`config.mk`:
```
export PLATFORM = sky130hd
export DESIGN_NAME = pot_i2c_slave
export DESIGN_NICKNAME = d
export VERILOG_FILES = /design/src/rtl/pot_i2c_pkg.sv /design/src/rtl/pot_i2c_sync.sv /design/src/rtl/pot_i2c_slave.sv
export SDC_FILE = /design/constraint.sdc
export NUM_CORES = 1
export LEC_CHECK = 0
export BUFFER_PORTS_ARGS = -buffer_cell sky130_fd_sc_hd__buf_2
export CAP_MARGIN = 20
export CORE_MARGIN = 3
export CORE_UTILIZATION = 45
export CTS_CLUSTER_SIZE = 24
export DETAILED_ROUTE_END_ITERATION = 8
export PLACE_DENSITY = 0.66
export SYNTH_ARGS = -nofsm -noshare
export SYNTH_HDL_FRONTEND = slang
export SYNTH_SLANG_ARGS = --single-unit
```
`constraint.sdc`:
```
create_clock -name clk -period 1.75 [get_ports clk]
set_clock_uncertainty 0.1 [all_clocks]
set_input_delay 0.4375 -clock clk [delete_from_list [all_inputs] [get_ports clk]]
set_output_delay 0.4375 -clock clk [all_outputs]
set_load 0.005 [all_outputs]
```
`src/rtl/pot_i2c_pkg.sv`:
```
package pot_i2c_pkg;

    localparam int BYTE_W = 8;

    typedef enum logic [3:0] {
        ST_IDLE,
        ST_ADDR,
        ST_ADDR_ACK,
        ST_INSTR,
        ST_INSTR_ACK,
        ST_DATA,
        ST_DATA_ACK,
        ST_RD_BYTE,
        ST_RD_ACK
    } state_t;

endpackage

```
`src/rtl/pot_i2c_sync.sv`:
```
// Multi-stage synchronizer per line, with the previous synchronized value
// kept for edge detection. Lines reset to the idle-high bus level.
module pot_i2c_sync #(
    parameter int STAGES = 2,
    parameter int LINES  = 2
) (
    input  logic             clk,
    input  logic             rst_n,
    input  logic [LINES-1:0] raw,
    output logic [LINES-1:0] now,
    output logic [LINES-1:0] prev
);
    for (genvar g = 0; g < LINES; g++) begin : g_line
        logic [STAGES:0] chain;
        always_ff @(posedge clk) begin
            if (!rst_n) chain <= '1;
            else        chain <= {chain[STAGES-1:0], raw[g]};
        end
        assign now[g]  = chain[STAGES-1];
        assign prev[g] = chain[STAGES];
    end
endmodule

```
`src/rtl/pot_i2c_slave.sv`:
```
module pot_i2c_slave
    import pot_i2c_pkg::*;
#(
    parameter int               PREFIX_W    = 5,
    parameter logic [PREFIX_W-1:0] PREFIX   = 5'b01011,
    parameter int               STRAP_W     = 2,
    parameter int               SYNC_STAGES = 2
) (
    input  logic               clk,
    input  logic               rst_n,
    input  logic               scl_i,
    input  logic               sda_i,
    input  logic [STRAP_W-1:0] strap,
    input  logic [BYTE_W-1:0]  chan0_val,
    input  logic [BYTE_W-1:0]  chan1_val,
    output logic               sda_oe,
    output logic               instr_stb,
    output logic               instr_sel,
    output logic               instr_mid,
    output logic               instr_shdn,
    output logic               instr_o1,
    output logic               instr_o2,
    output logic               data_stb,
    output logic [BYTE_W-1:0]  data_val,
    output logic               data_sel
);
    // Address field width must equal BYTE_W-1 (7-bit addressing).
    localparam int ADDR_W = PREFIX_W + STRAP_W;
    localparam int CNT_W  = $clog2(BYTE_W + 1);

    logic [1:0] line_now, line_prev;
    logic scl_q, sda_q, scl_d, sda_d;
    logic scl_rise, scl_fall, bus_start, bus_stop;

    pot_i2c_sync #(.STAGES(SYNC_STAGES), .LINES(2)) u_sync (
        .clk  (clk),
        .rst_n(rst_n),
        .raw  ({sda_i, scl_i}),
        .now  (line_now),
        .prev (line_prev)
    );

    assign scl_q     = line_now[0];
    assign sda_q     = line_now[1];
    assign scl_d     = line_prev[0];
    assign sda_d     = line_prev[1];
    assign scl_rise  = scl_q & ~scl_d;
    assign scl_fall  = ~scl_q & scl_d;
    assign bus_start = scl_q & scl_d & sda_d & ~sda_q;
    assign bus_stop  = scl_q & scl_d & ~sda_d & sda_q;

    state_t            state, nxt;
    logic [CNT_W-1:0]  bit_cnt;
    logic [BYTE_W-1:0] shreg;
    logic [BYTE_W-1:0] tx;
    logic [BYTE_W-1:0] tx_src;
    logic              rw_q;
    logic              master_ack;
    logic              byte_done;
    logic              addr_hit;

    assign byte_done = (bit_cnt == CNT_W'(BYTE_W));
    assign addr_hit  = (shreg[BYTE_W-1 -: ADDR_W] == {PREFIX, strap});
    assign tx_src    = instr_sel ? chan1_val : chan0_val;

    // Next-state logic
    always_comb begin
        nxt = state;
        if (bus_stop) begin
            nxt = ST_IDLE;
        end else if (bus_start) begin
            nxt = ST_ADDR;
        end else if (scl_fall) begin
            unique case (state)
                ST_IDLE:      nxt = ST_IDLE;
                ST_ADDR:      if (byte_done) nxt = addr_hit ? ST_ADDR_ACK : ST_IDLE;
                ST_ADDR_ACK:  nxt = rw_q ? ST_RD_BYTE : ST_INSTR;
                ST_INSTR:     if (byte_done) nxt = ST_INSTR_ACK;
                ST_INSTR_ACK: nxt = ST_DATA;
                ST_DATA:      if (byte_done) nxt = ST_DATA_ACK;
                ST_DATA_ACK:  nxt = ST_DATA;
                ST_RD_BYTE:   if (byte_done) nxt = ST_RD_ACK;
                ST_RD_ACK:    nxt = master_ack ? ST_RD_BYTE : ST_IDLE;
                default:      nxt = ST_IDLE;
            endcase
        end
    end

    // State register
    always_ff @(posedge clk) begin
        if (!rst_n) state <= ST_IDLE;
        else        state <= nxt;
    end

    // Datapath and outputs
    always_ff @(posedge clk) begin
        if (!rst_n) begin
            bit_cnt    <= '0;
            shreg      <= '0;
            tx         <= '0;
            rw_q       <= 1'b0;
            master_ack <= 1'b0;
            sda_oe     <= 1'b0;
            instr_stb  <= 1'b0;
            instr_sel  <= 1'b0;
            instr_mid  <= 1'b0;
            instr_shdn <= 1'b0;
            instr_o1   <= 1'b0;
            instr_o2   <= 1'b0;
            data_stb   <= 1'b0;
            data_val   <= '0;
            data_sel   <= 1'b0;
        end else begin
            instr_stb <= 1'b0;
            data_stb  <= 1'b0;
            if (bus_start || bus_stop) begin
                bit_cnt <= '0;
                sda_oe  <= 1'b0;
            end else begin
                if (scl_rise) begin
                    if (state inside {ST_ADDR, ST_INSTR, ST_DATA, ST_RD_BYTE}) begin
                        bit_cnt <= bit_cnt + 1'b1;
                        shreg   <= {shreg[BYTE_W-2:0], sda_q};
                    end
                    if (state == ST_RD_ACK) master_ack <= ~sda_q;
                end
                if (scl_fall) begin
                    unique case (state)
                        ST_ADDR: if (byte_done) begin
                            bit_cnt <= '0;
                            rw_q    <= shreg[0];
                            sda_oe  <= addr_hit;
                        end
                        ST_INSTR: if (byte_done) begin
                            bit_cnt    <= '0;
                            sda_oe     <= 1'b1;
                            instr_stb  <= 1'b1;
                            instr_sel  <= shreg[7];
                            instr_mid  <= shreg[6];
                            instr_shdn <= shreg[5];
                            instr_o1   <= shreg[4];
                            instr_o2   <= shreg[3];
                        end
                        ST_DATA: if (byte_done) begin
                            bit_cnt  <= '0;
                            sda_oe   <= 1'b1;
                            data_stb <= 1'b1;
                            data_val <= shreg;
                            data_sel <= instr_sel;
                        end
                        ST_ADDR_ACK: begin
                            if (rw_q) begin
                                tx     <= tx_src;
                                sda_oe <= ~tx_src[BYTE_W-1];
                            end else begin
                                sda_oe <= 1'b0;
                            end
                        end
                        ST_INSTR_ACK, ST_DATA_ACK: sda_oe <= 1'b0;
                        ST_RD_BYTE: begin
                            if (byte_done) begin
                                bit_cnt <= '0;
                                sda_oe  <= 1'b0;
                            end else begin
                                tx     <= {tx[BYTE_W-2:0], 1'b0};
                                sda_oe <= ~tx[BYTE_W-2];
                            end
                        end
                        ST_RD_ACK: begin
                            if (master_ack) begin
                                tx     <= tx_src;
                                sda_oe <= ~tx_src[BYTE_W-1];
                            end else begin
                                sda_oe <= 1'b0;
                            end
                        end
                        default: ;
                    endcase
                end
            end
        end
    end
endmodule

```
==> results of run 1 <==
## through the flow
stage          hold slack (ns)  TNS [ns]
2_1_floorplan            0.286         0
3_3_place_gp             0.291         0
3_5_place_dp             0.292         0
4_1_cts                  0.205         0
5_1_grt                  0.210    -0.131
6_report                 0.209         0
## sequential cells by signal, indices dropped and copies added (netlist names), 4 cells and up
name,cells
state,4
bit_cnt,4
data_val,8
shreg,8
u_sync.g_line.chain,6
tx,7
## cell type report
| type | count | area (um^2) | share of cell area (%) |
|---|---|---|---|
| inverters | 5 | 18.8 | 0.660 |
| multi-input cells | 187 | 1290 | 45.5 |
| clock buffers | 6 | 82.6 | 2.90 |
| well taps | 67 | 83.8 | 2.95 |
| flip-flops and latches | 48 | 962 | 33.8 |
| clock inverters | 1 | 8.76 | 0.308 |
| repair buffers | 59 | 394 | 13.9 |
## worst max-delay path: cells and delay by family, from the launching register on
kind,cells,cell delay [ns]
compound gates,1,0.14
buf+inv,3,0.34
mux,1,0.11
simple gates,2,0.38
fa+ha+maj,1,0.18
flops,1,0.33
## layer usage
metal	up-vias	GRT usage (%)	part of all wire [%]
met5	-	0	0
met4	0	5.42	1.7
met3	10	3.90	6.8
met2	61	26.1	44
met1	897	23.2	47
li1	987	-	-
## timing repair
item	in CTS	in global routing
gates resized for setup	1	6
pin swaps	0	2
endpoints found under the setup margin	6	29
gates cloned	0	1
buffers inserted	0	5
## synthesized netlist by cell type (2+ instances only)
| cell | number |
|---|---|
| dfxtp_1 | 48 |
| nand2_1 | 40 |
| mux2i_1 | 29 |
| nor2b_1 | 19 |
| nand2b_1 | 10 |
| nor2_1 | 10 |
| o21ai_0 | 10 |
| a21boi_1 | 8 |
| o211ai_1 | 6 |
| a21oi_1 | 5 |
| buf_2 | 5 |
| buf_4 | 5 |
| inv_1 | 5 |
| nand3_1 | 5 |
| clkbuf_1 | 4 |
| nand3b_1 | 4 |
| a31oi_1 | 3 |
| nand4_1 | 3 |
| xnor2_1 | 3 |
| ha_1 | 2 |
| nand4b_1 | 2 |
| nor3_1 | 2 |
| or3_1 | 2 |
| xor2_1 | 2 |
## worst paths after layout
check	start	slack, ns	cells after the start	end
setup / recovery	bit_cnt[0]	0.05	8	tx[1]
hold / removal	sda_i	0.21	2	u_sync.g_line[1].chain[0]
hold reg to reg	u_sync.g_line[0].chain[0]	0.31	1	u_sync.g_line[0].chain[1]
setup reg to reg	bit_cnt[0]	0.05	8	tx[1]
## cell families after synthesis
group / share of synthesized area [%]
AND/OR/NAND/NOR: 25.3
flip-flops: 40.9
AO/OA/AOI/OAI: 12.8
multiplexers: 13.3
buffers and inverters: 4.74
XOR/XNOR: 1.87
adder cells (fa/ha/maj): 1.07
## report_power, final
| group | switching, W | internal [W] | leakage, nW | total (W) |
|---|---|---|---|---|
| sequential | 0.0000112 | 0.00110 | 0.389 | 0.00111 |
| combinational | 0.0000975 | 0.0000850 | 0.835 | 0.000183 |
| clock | 0.000364 | 0.000315 | 0.0473 | 0.000679 |
| total | 0.000472 | 0.00150 | 1.27 | 0.00198 |
==> flow_summary.toml, run 1 <==
[place]
dp_cells = 360
place_area_um2 = 2660
place_ws_ns = 0.00782
globalplace.congestion = 0.886
port_buffers = 38
dpl.hpwl_mm = 3.44

[drt]
wirelength_mm = 4.97
vias = 1955
dr.pass1.iters = 4
drc_errors = 0
detail_route.wl_per_cell_um = 13.3
drtAntennaViolNets = 0
drt_iter0_drc = 115
vias_per_cell = 5.24

[global_routing]
grt_pass1_vias = 1802
track_usage_pct = 16.8
grt_overflow = 0
antenna_found_initial = 0
grt_max_degree = 39
grt_pass1_wl_mm = 8.38

[floorplan]
initial_core_util_pct = 48.1
die_w_um = 78.2
core_um2 = 4880
pin_count = 39
row_count = 25
die_y_um = 78.2
design.die.area_um2 = 6120

[worst_setup_path]
cp_data_required_time_ns = 1.84
worstPathCellList = "inv_1 -> ha_2 -> and3b_2 -> buf_6 -> nor2_2 -> o221ai_4 -> buf_12 -> mux2i_1"
cp.arrival_ns = 1.79
startpoint_type = "flip-flop"
cp_slowest_cell = "dfxtp_1"
critPathMaxFanout = 7
crit_type = "reg2reg"
slowest_delay_ns = 0.33
end_kind = "flip-flop"

[yosys]
synthFlopType = "dfxtp_1"
synth.distinct_cells = 48
synth_edf_count = 0
synthesis.nets = 280
synth_top_area_share_pct = 40.9
syn_area_um2 = 2350
synth_cells = 256
synth_area_per_cell_um2 = 9.17
yosys_register_bits = 48
synthTopCellsByArea = "dfxtp_1 (41%), mux2i_1 (12%), nand2_1 (6.4%)"
yosys_warnings = 0
async_flop_share_pct = 0
seq_area_frac_synth_pct = 40.9
yosysTopAreaCell = "dfxtp_1"

[sta]
finalHoldViolCount = 0
rsz0062_at_grt = "yes"
layout_setup_ws_ns = 0.0519
fin_crit_ns = 1.70
slew_headroom_pct = 71.6
max_freq_ghz = 0.589
maxSlewViolCount = 0
worstMarginPinSlew_ns = 0.421
min_period_over_period_pct = 97.0
setup_violations = 0

[finish]
fin_nets = 330
n_fill_cell = 454
finalNonFillerCells = 373
antenna_cells = 0
final_common_cell = "dfxtp_1"
area_growth_pct = 21.2
fin_area_um2 = 2850
mostFrequentLayoutCells = "dfxtp_1 (47), nand2_1 (40), buf_2 (38)"
utilization_pct = 58.3
drive_above_1_share_pct = 25.8

[clock_network]
ctsHoldBuffers = 0
cts_tree = "done"
cts_inserted_buffers = 5
cts.reportedPaths.clkPinSlew_ns = 0.08
htree_levels = 2
clockBufferDepth = 2
clock_latency_ns = 0.30
cts.sink_count = 48
cts_root_buf = "clkbuf_8"

[power]
p_per_area_nw_per_um2 = 694
leakage_nw = 1.27
ir_drop_mv = 0.537
fin_total_pwr_w = 0.00198

[job]
drv_cap = 0

[worst_hold_path]
hold_class = "in2reg"

[outcome]
status = "completed"
Power figures use the tool's default switching activity.
==> run 2: changes to the inputs <==
CORE_MARGIN = 4   (was 3)
SYNTH_HIERARCHICAL = 1   (was not set)
==> run 2 against run 1 <==
Setup slack better by 0.058 ns. Critical path depth shrank 2. Highest routed layer unchanged. Largest power group unchanged. Register-to-register slack better by 0.06 ns.
==> flow_summary.toml, run 2 <==
[floorplan]
initial_core_util_pct = 46.4
design.die.area_um2 = 6450
row_count = 26
pin_count = 39
die_y_um = 80.3
die_w_um = 80.3
core_um2 = 5070

[sta]
worstMarginPinSlew_ns = 0.385
min_period_over_period_pct = 93.7
holdWs_ns = 0.214
finalHoldViolCount = 0
rsz0062_at_grt = "no"
setup_violations = 0
fin_tns_setup_ns = 0
max_freq_ghz = 0.610
maxSlewViolCount = 0
fin_crit_ns = 1.64
slew_headroom_pct = 74.1

[worst_setup_path]
end_kind = "flip-flop"
critPathMaxFanout = 8
startpoint_type = "flip-flop"
crit_type = "reg2reg"
cp.arrival_ns = 1.73
cp_data_required_time_ns = 1.84

[yosys]
seq_area_frac_synth_pct = 40.8
netlist_top_cells_count = "dfxtp_1 (48), nand2_1 (40), mux2i_1 (30)"
synthesis.nets = 279
synthTopCellsByArea = "dfxtp_1 (41%), mux2i_1 (13%), nand2_1 (6.4%)"
yosysTopAreaCell = "dfxtp_1"
synth_top_area_share_pct = 40.8
syn_area_um2 = 2350
yosys_warnings = 6
synth_edf_count = 0
synthFlopType = "dfxtp_1"
synth_area_per_cell_um2 = 9.23
synth.distinct_cells = 49
synth_cells = 255
yosys_register_bits = 48
async_flop_share_pct = 0
yosysMostFrequentCell = "dfxtp_1"

[global_routing]
grt_max_degree = 46
antenna_found_initial = 0
grt_pass1_vias = 1825
grt_overflow = 0
grt_pass1_wl_mm = 8.35
track_usage_pct = 16.3

[worst_hold_path]
hold_class = "in2reg"

[finish]
fin_nets = 333
final_common_cell = "dfxtp_1"
antenna_cells = 0
largestRegisters = "data_val: 8 flops, shreg: 8 flops, tx: 7 flops"
area_growth_pct = 23.9
drive_above_1_share_pct = 29.0
mostFrequentLayoutCells = "dfxtp_1 (45), nand2_1 (40), buf_2 (38)"

[power]
leakage_nw = 1.32
p_per_area_nw_per_um2 = 652
ir_drop_mv = 0.497

[drt]
wirelength_mm = 5.09
drc_errors = 0
detail_route.wl_per_cell_um = 13.4
drtAntennaViolNets = 0
drt_iter0_drc = 129
vias_per_cell = 5.11
vias = 1943
dr.pass1.iters = 4

[clock_network]
cts.reportedPaths.clkPinSlew_ns = 0.08
cts_tree = "done"
cts_inserted_buffers = 5
htree_levels = 2
cts_root_buf = "clkbuf_8"
cts.sink_count = 48
clockBufferDepth = 2
ctsHoldBuffers = 0
clock_latency_ns = 0.30

[job]
drv_cap = 0

[place]
globalplace.congestion = 0.886
port_buffers = 38
dpl.hpwl_mm = 3.56

[outcome]
status = "completed"
## run 2: worst paths after layout
| check | startpoint | cells past startpoint | end | slack [ns] |
|---|---|---|---|---|
| worst max-delay path | bit_cnt[1] | 6 | state[2] | 0.11 |
| worst min-delay path | scl_i | 2 | u_sync/g_line[0].chain[0] | 0.21 |
| worst max register to register | bit_cnt[1] | 6 | state[2] | 0.11 |
| worst min register to register | u_sync/g_line[0].chain[0] | 1 | u_sync/g_line[0].chain[1] | 0.31 |
## run 2: area by class of cell
type / instances / area [um^2]
timing repair buffer: 64 / 433
multi-input combinational: 183 / 1310
clock buffer: 8 / 90.1
inverter: 7 / 26.3
tap: 70 / 87.6
sequential: 48 / 970
fill: 481 / 2160
## run 2: metal layers
layer | vias to the layer above | GRT usage, % | part of all wire [%]
met1 | 901 | 21.7 | 47
met4 | 0 | 6.59 | 1.0
li1 | 989 | - | -
met5 | - | 0 | 0
met3 | 7 | 3.48 | 5.0
met2 | 46 | 25.7 | 47
## run 2: worst max-delay path: stages (launching register included)
cell and delay [ns]:
dfxtp_1 0.37, inv_1 0.06, ha_1 0.18, and3b_2 0.28, a221o_1 0.35, o211ai_1 0.10
a21oi_1 0.09
## run 2: logic make-up (layout without fill, tap and decap cells)
family                     Yosys count  count (layout)  share of synthesized area [%]
xor gates and xnor gates             7               7                           2.61
adders and majority gates            2               2                           1.06
AOI/OAI and AO/OA                   39              39                           12.3
DFF                                 48              48                           40.8
buffers and inverters               25              79                           5.32
and+or+nand+nor                    103             104                           24.7
muxes                               31              31                           13.2
## run 2: where the power goes
group / switching, W / total (W) / internal (W) / leakage, nW
registers: 0.00000989 / 0.00111 / 0.00110 / 0.390
logic: 0.0000571 / 0.000122 / 0.0000650 / 0.888
clock network: 0.000348 / 0.000671 / 0.000323 / 0.0455
total: 0.000415 / 0.00190 / 0.00148 / 1.32
## run 2: what timing repair did
action | in CTS | in global routing
setup buffers | 0 | 3
gates resized for setup | 0 | 11
endpoints found under the setup margin | 0 | 37
hold endpoints to repair | 0 | 0
## run 2: metrics by stage
step | setup slack, ns | cells | total power, W | instance area, um^2 | util [%]
finish | 0.110 | 380 | 0.00190 | 2920 | 57.4
global placement | 0.0715 | 368 | 0.00125 | 2760 | 54.3
detailed placement | 0.0238 | 368 | 0.00125 | 2760 | 54.3
CTS | 0.00534 | 376 | 0.00192 | 2850 | 56.1
floorplan | 0.127 | 255 | 0.00120 | 2350 | -
global route | 0.000693 | 380 | 0.00198 | 2920 | 57.4
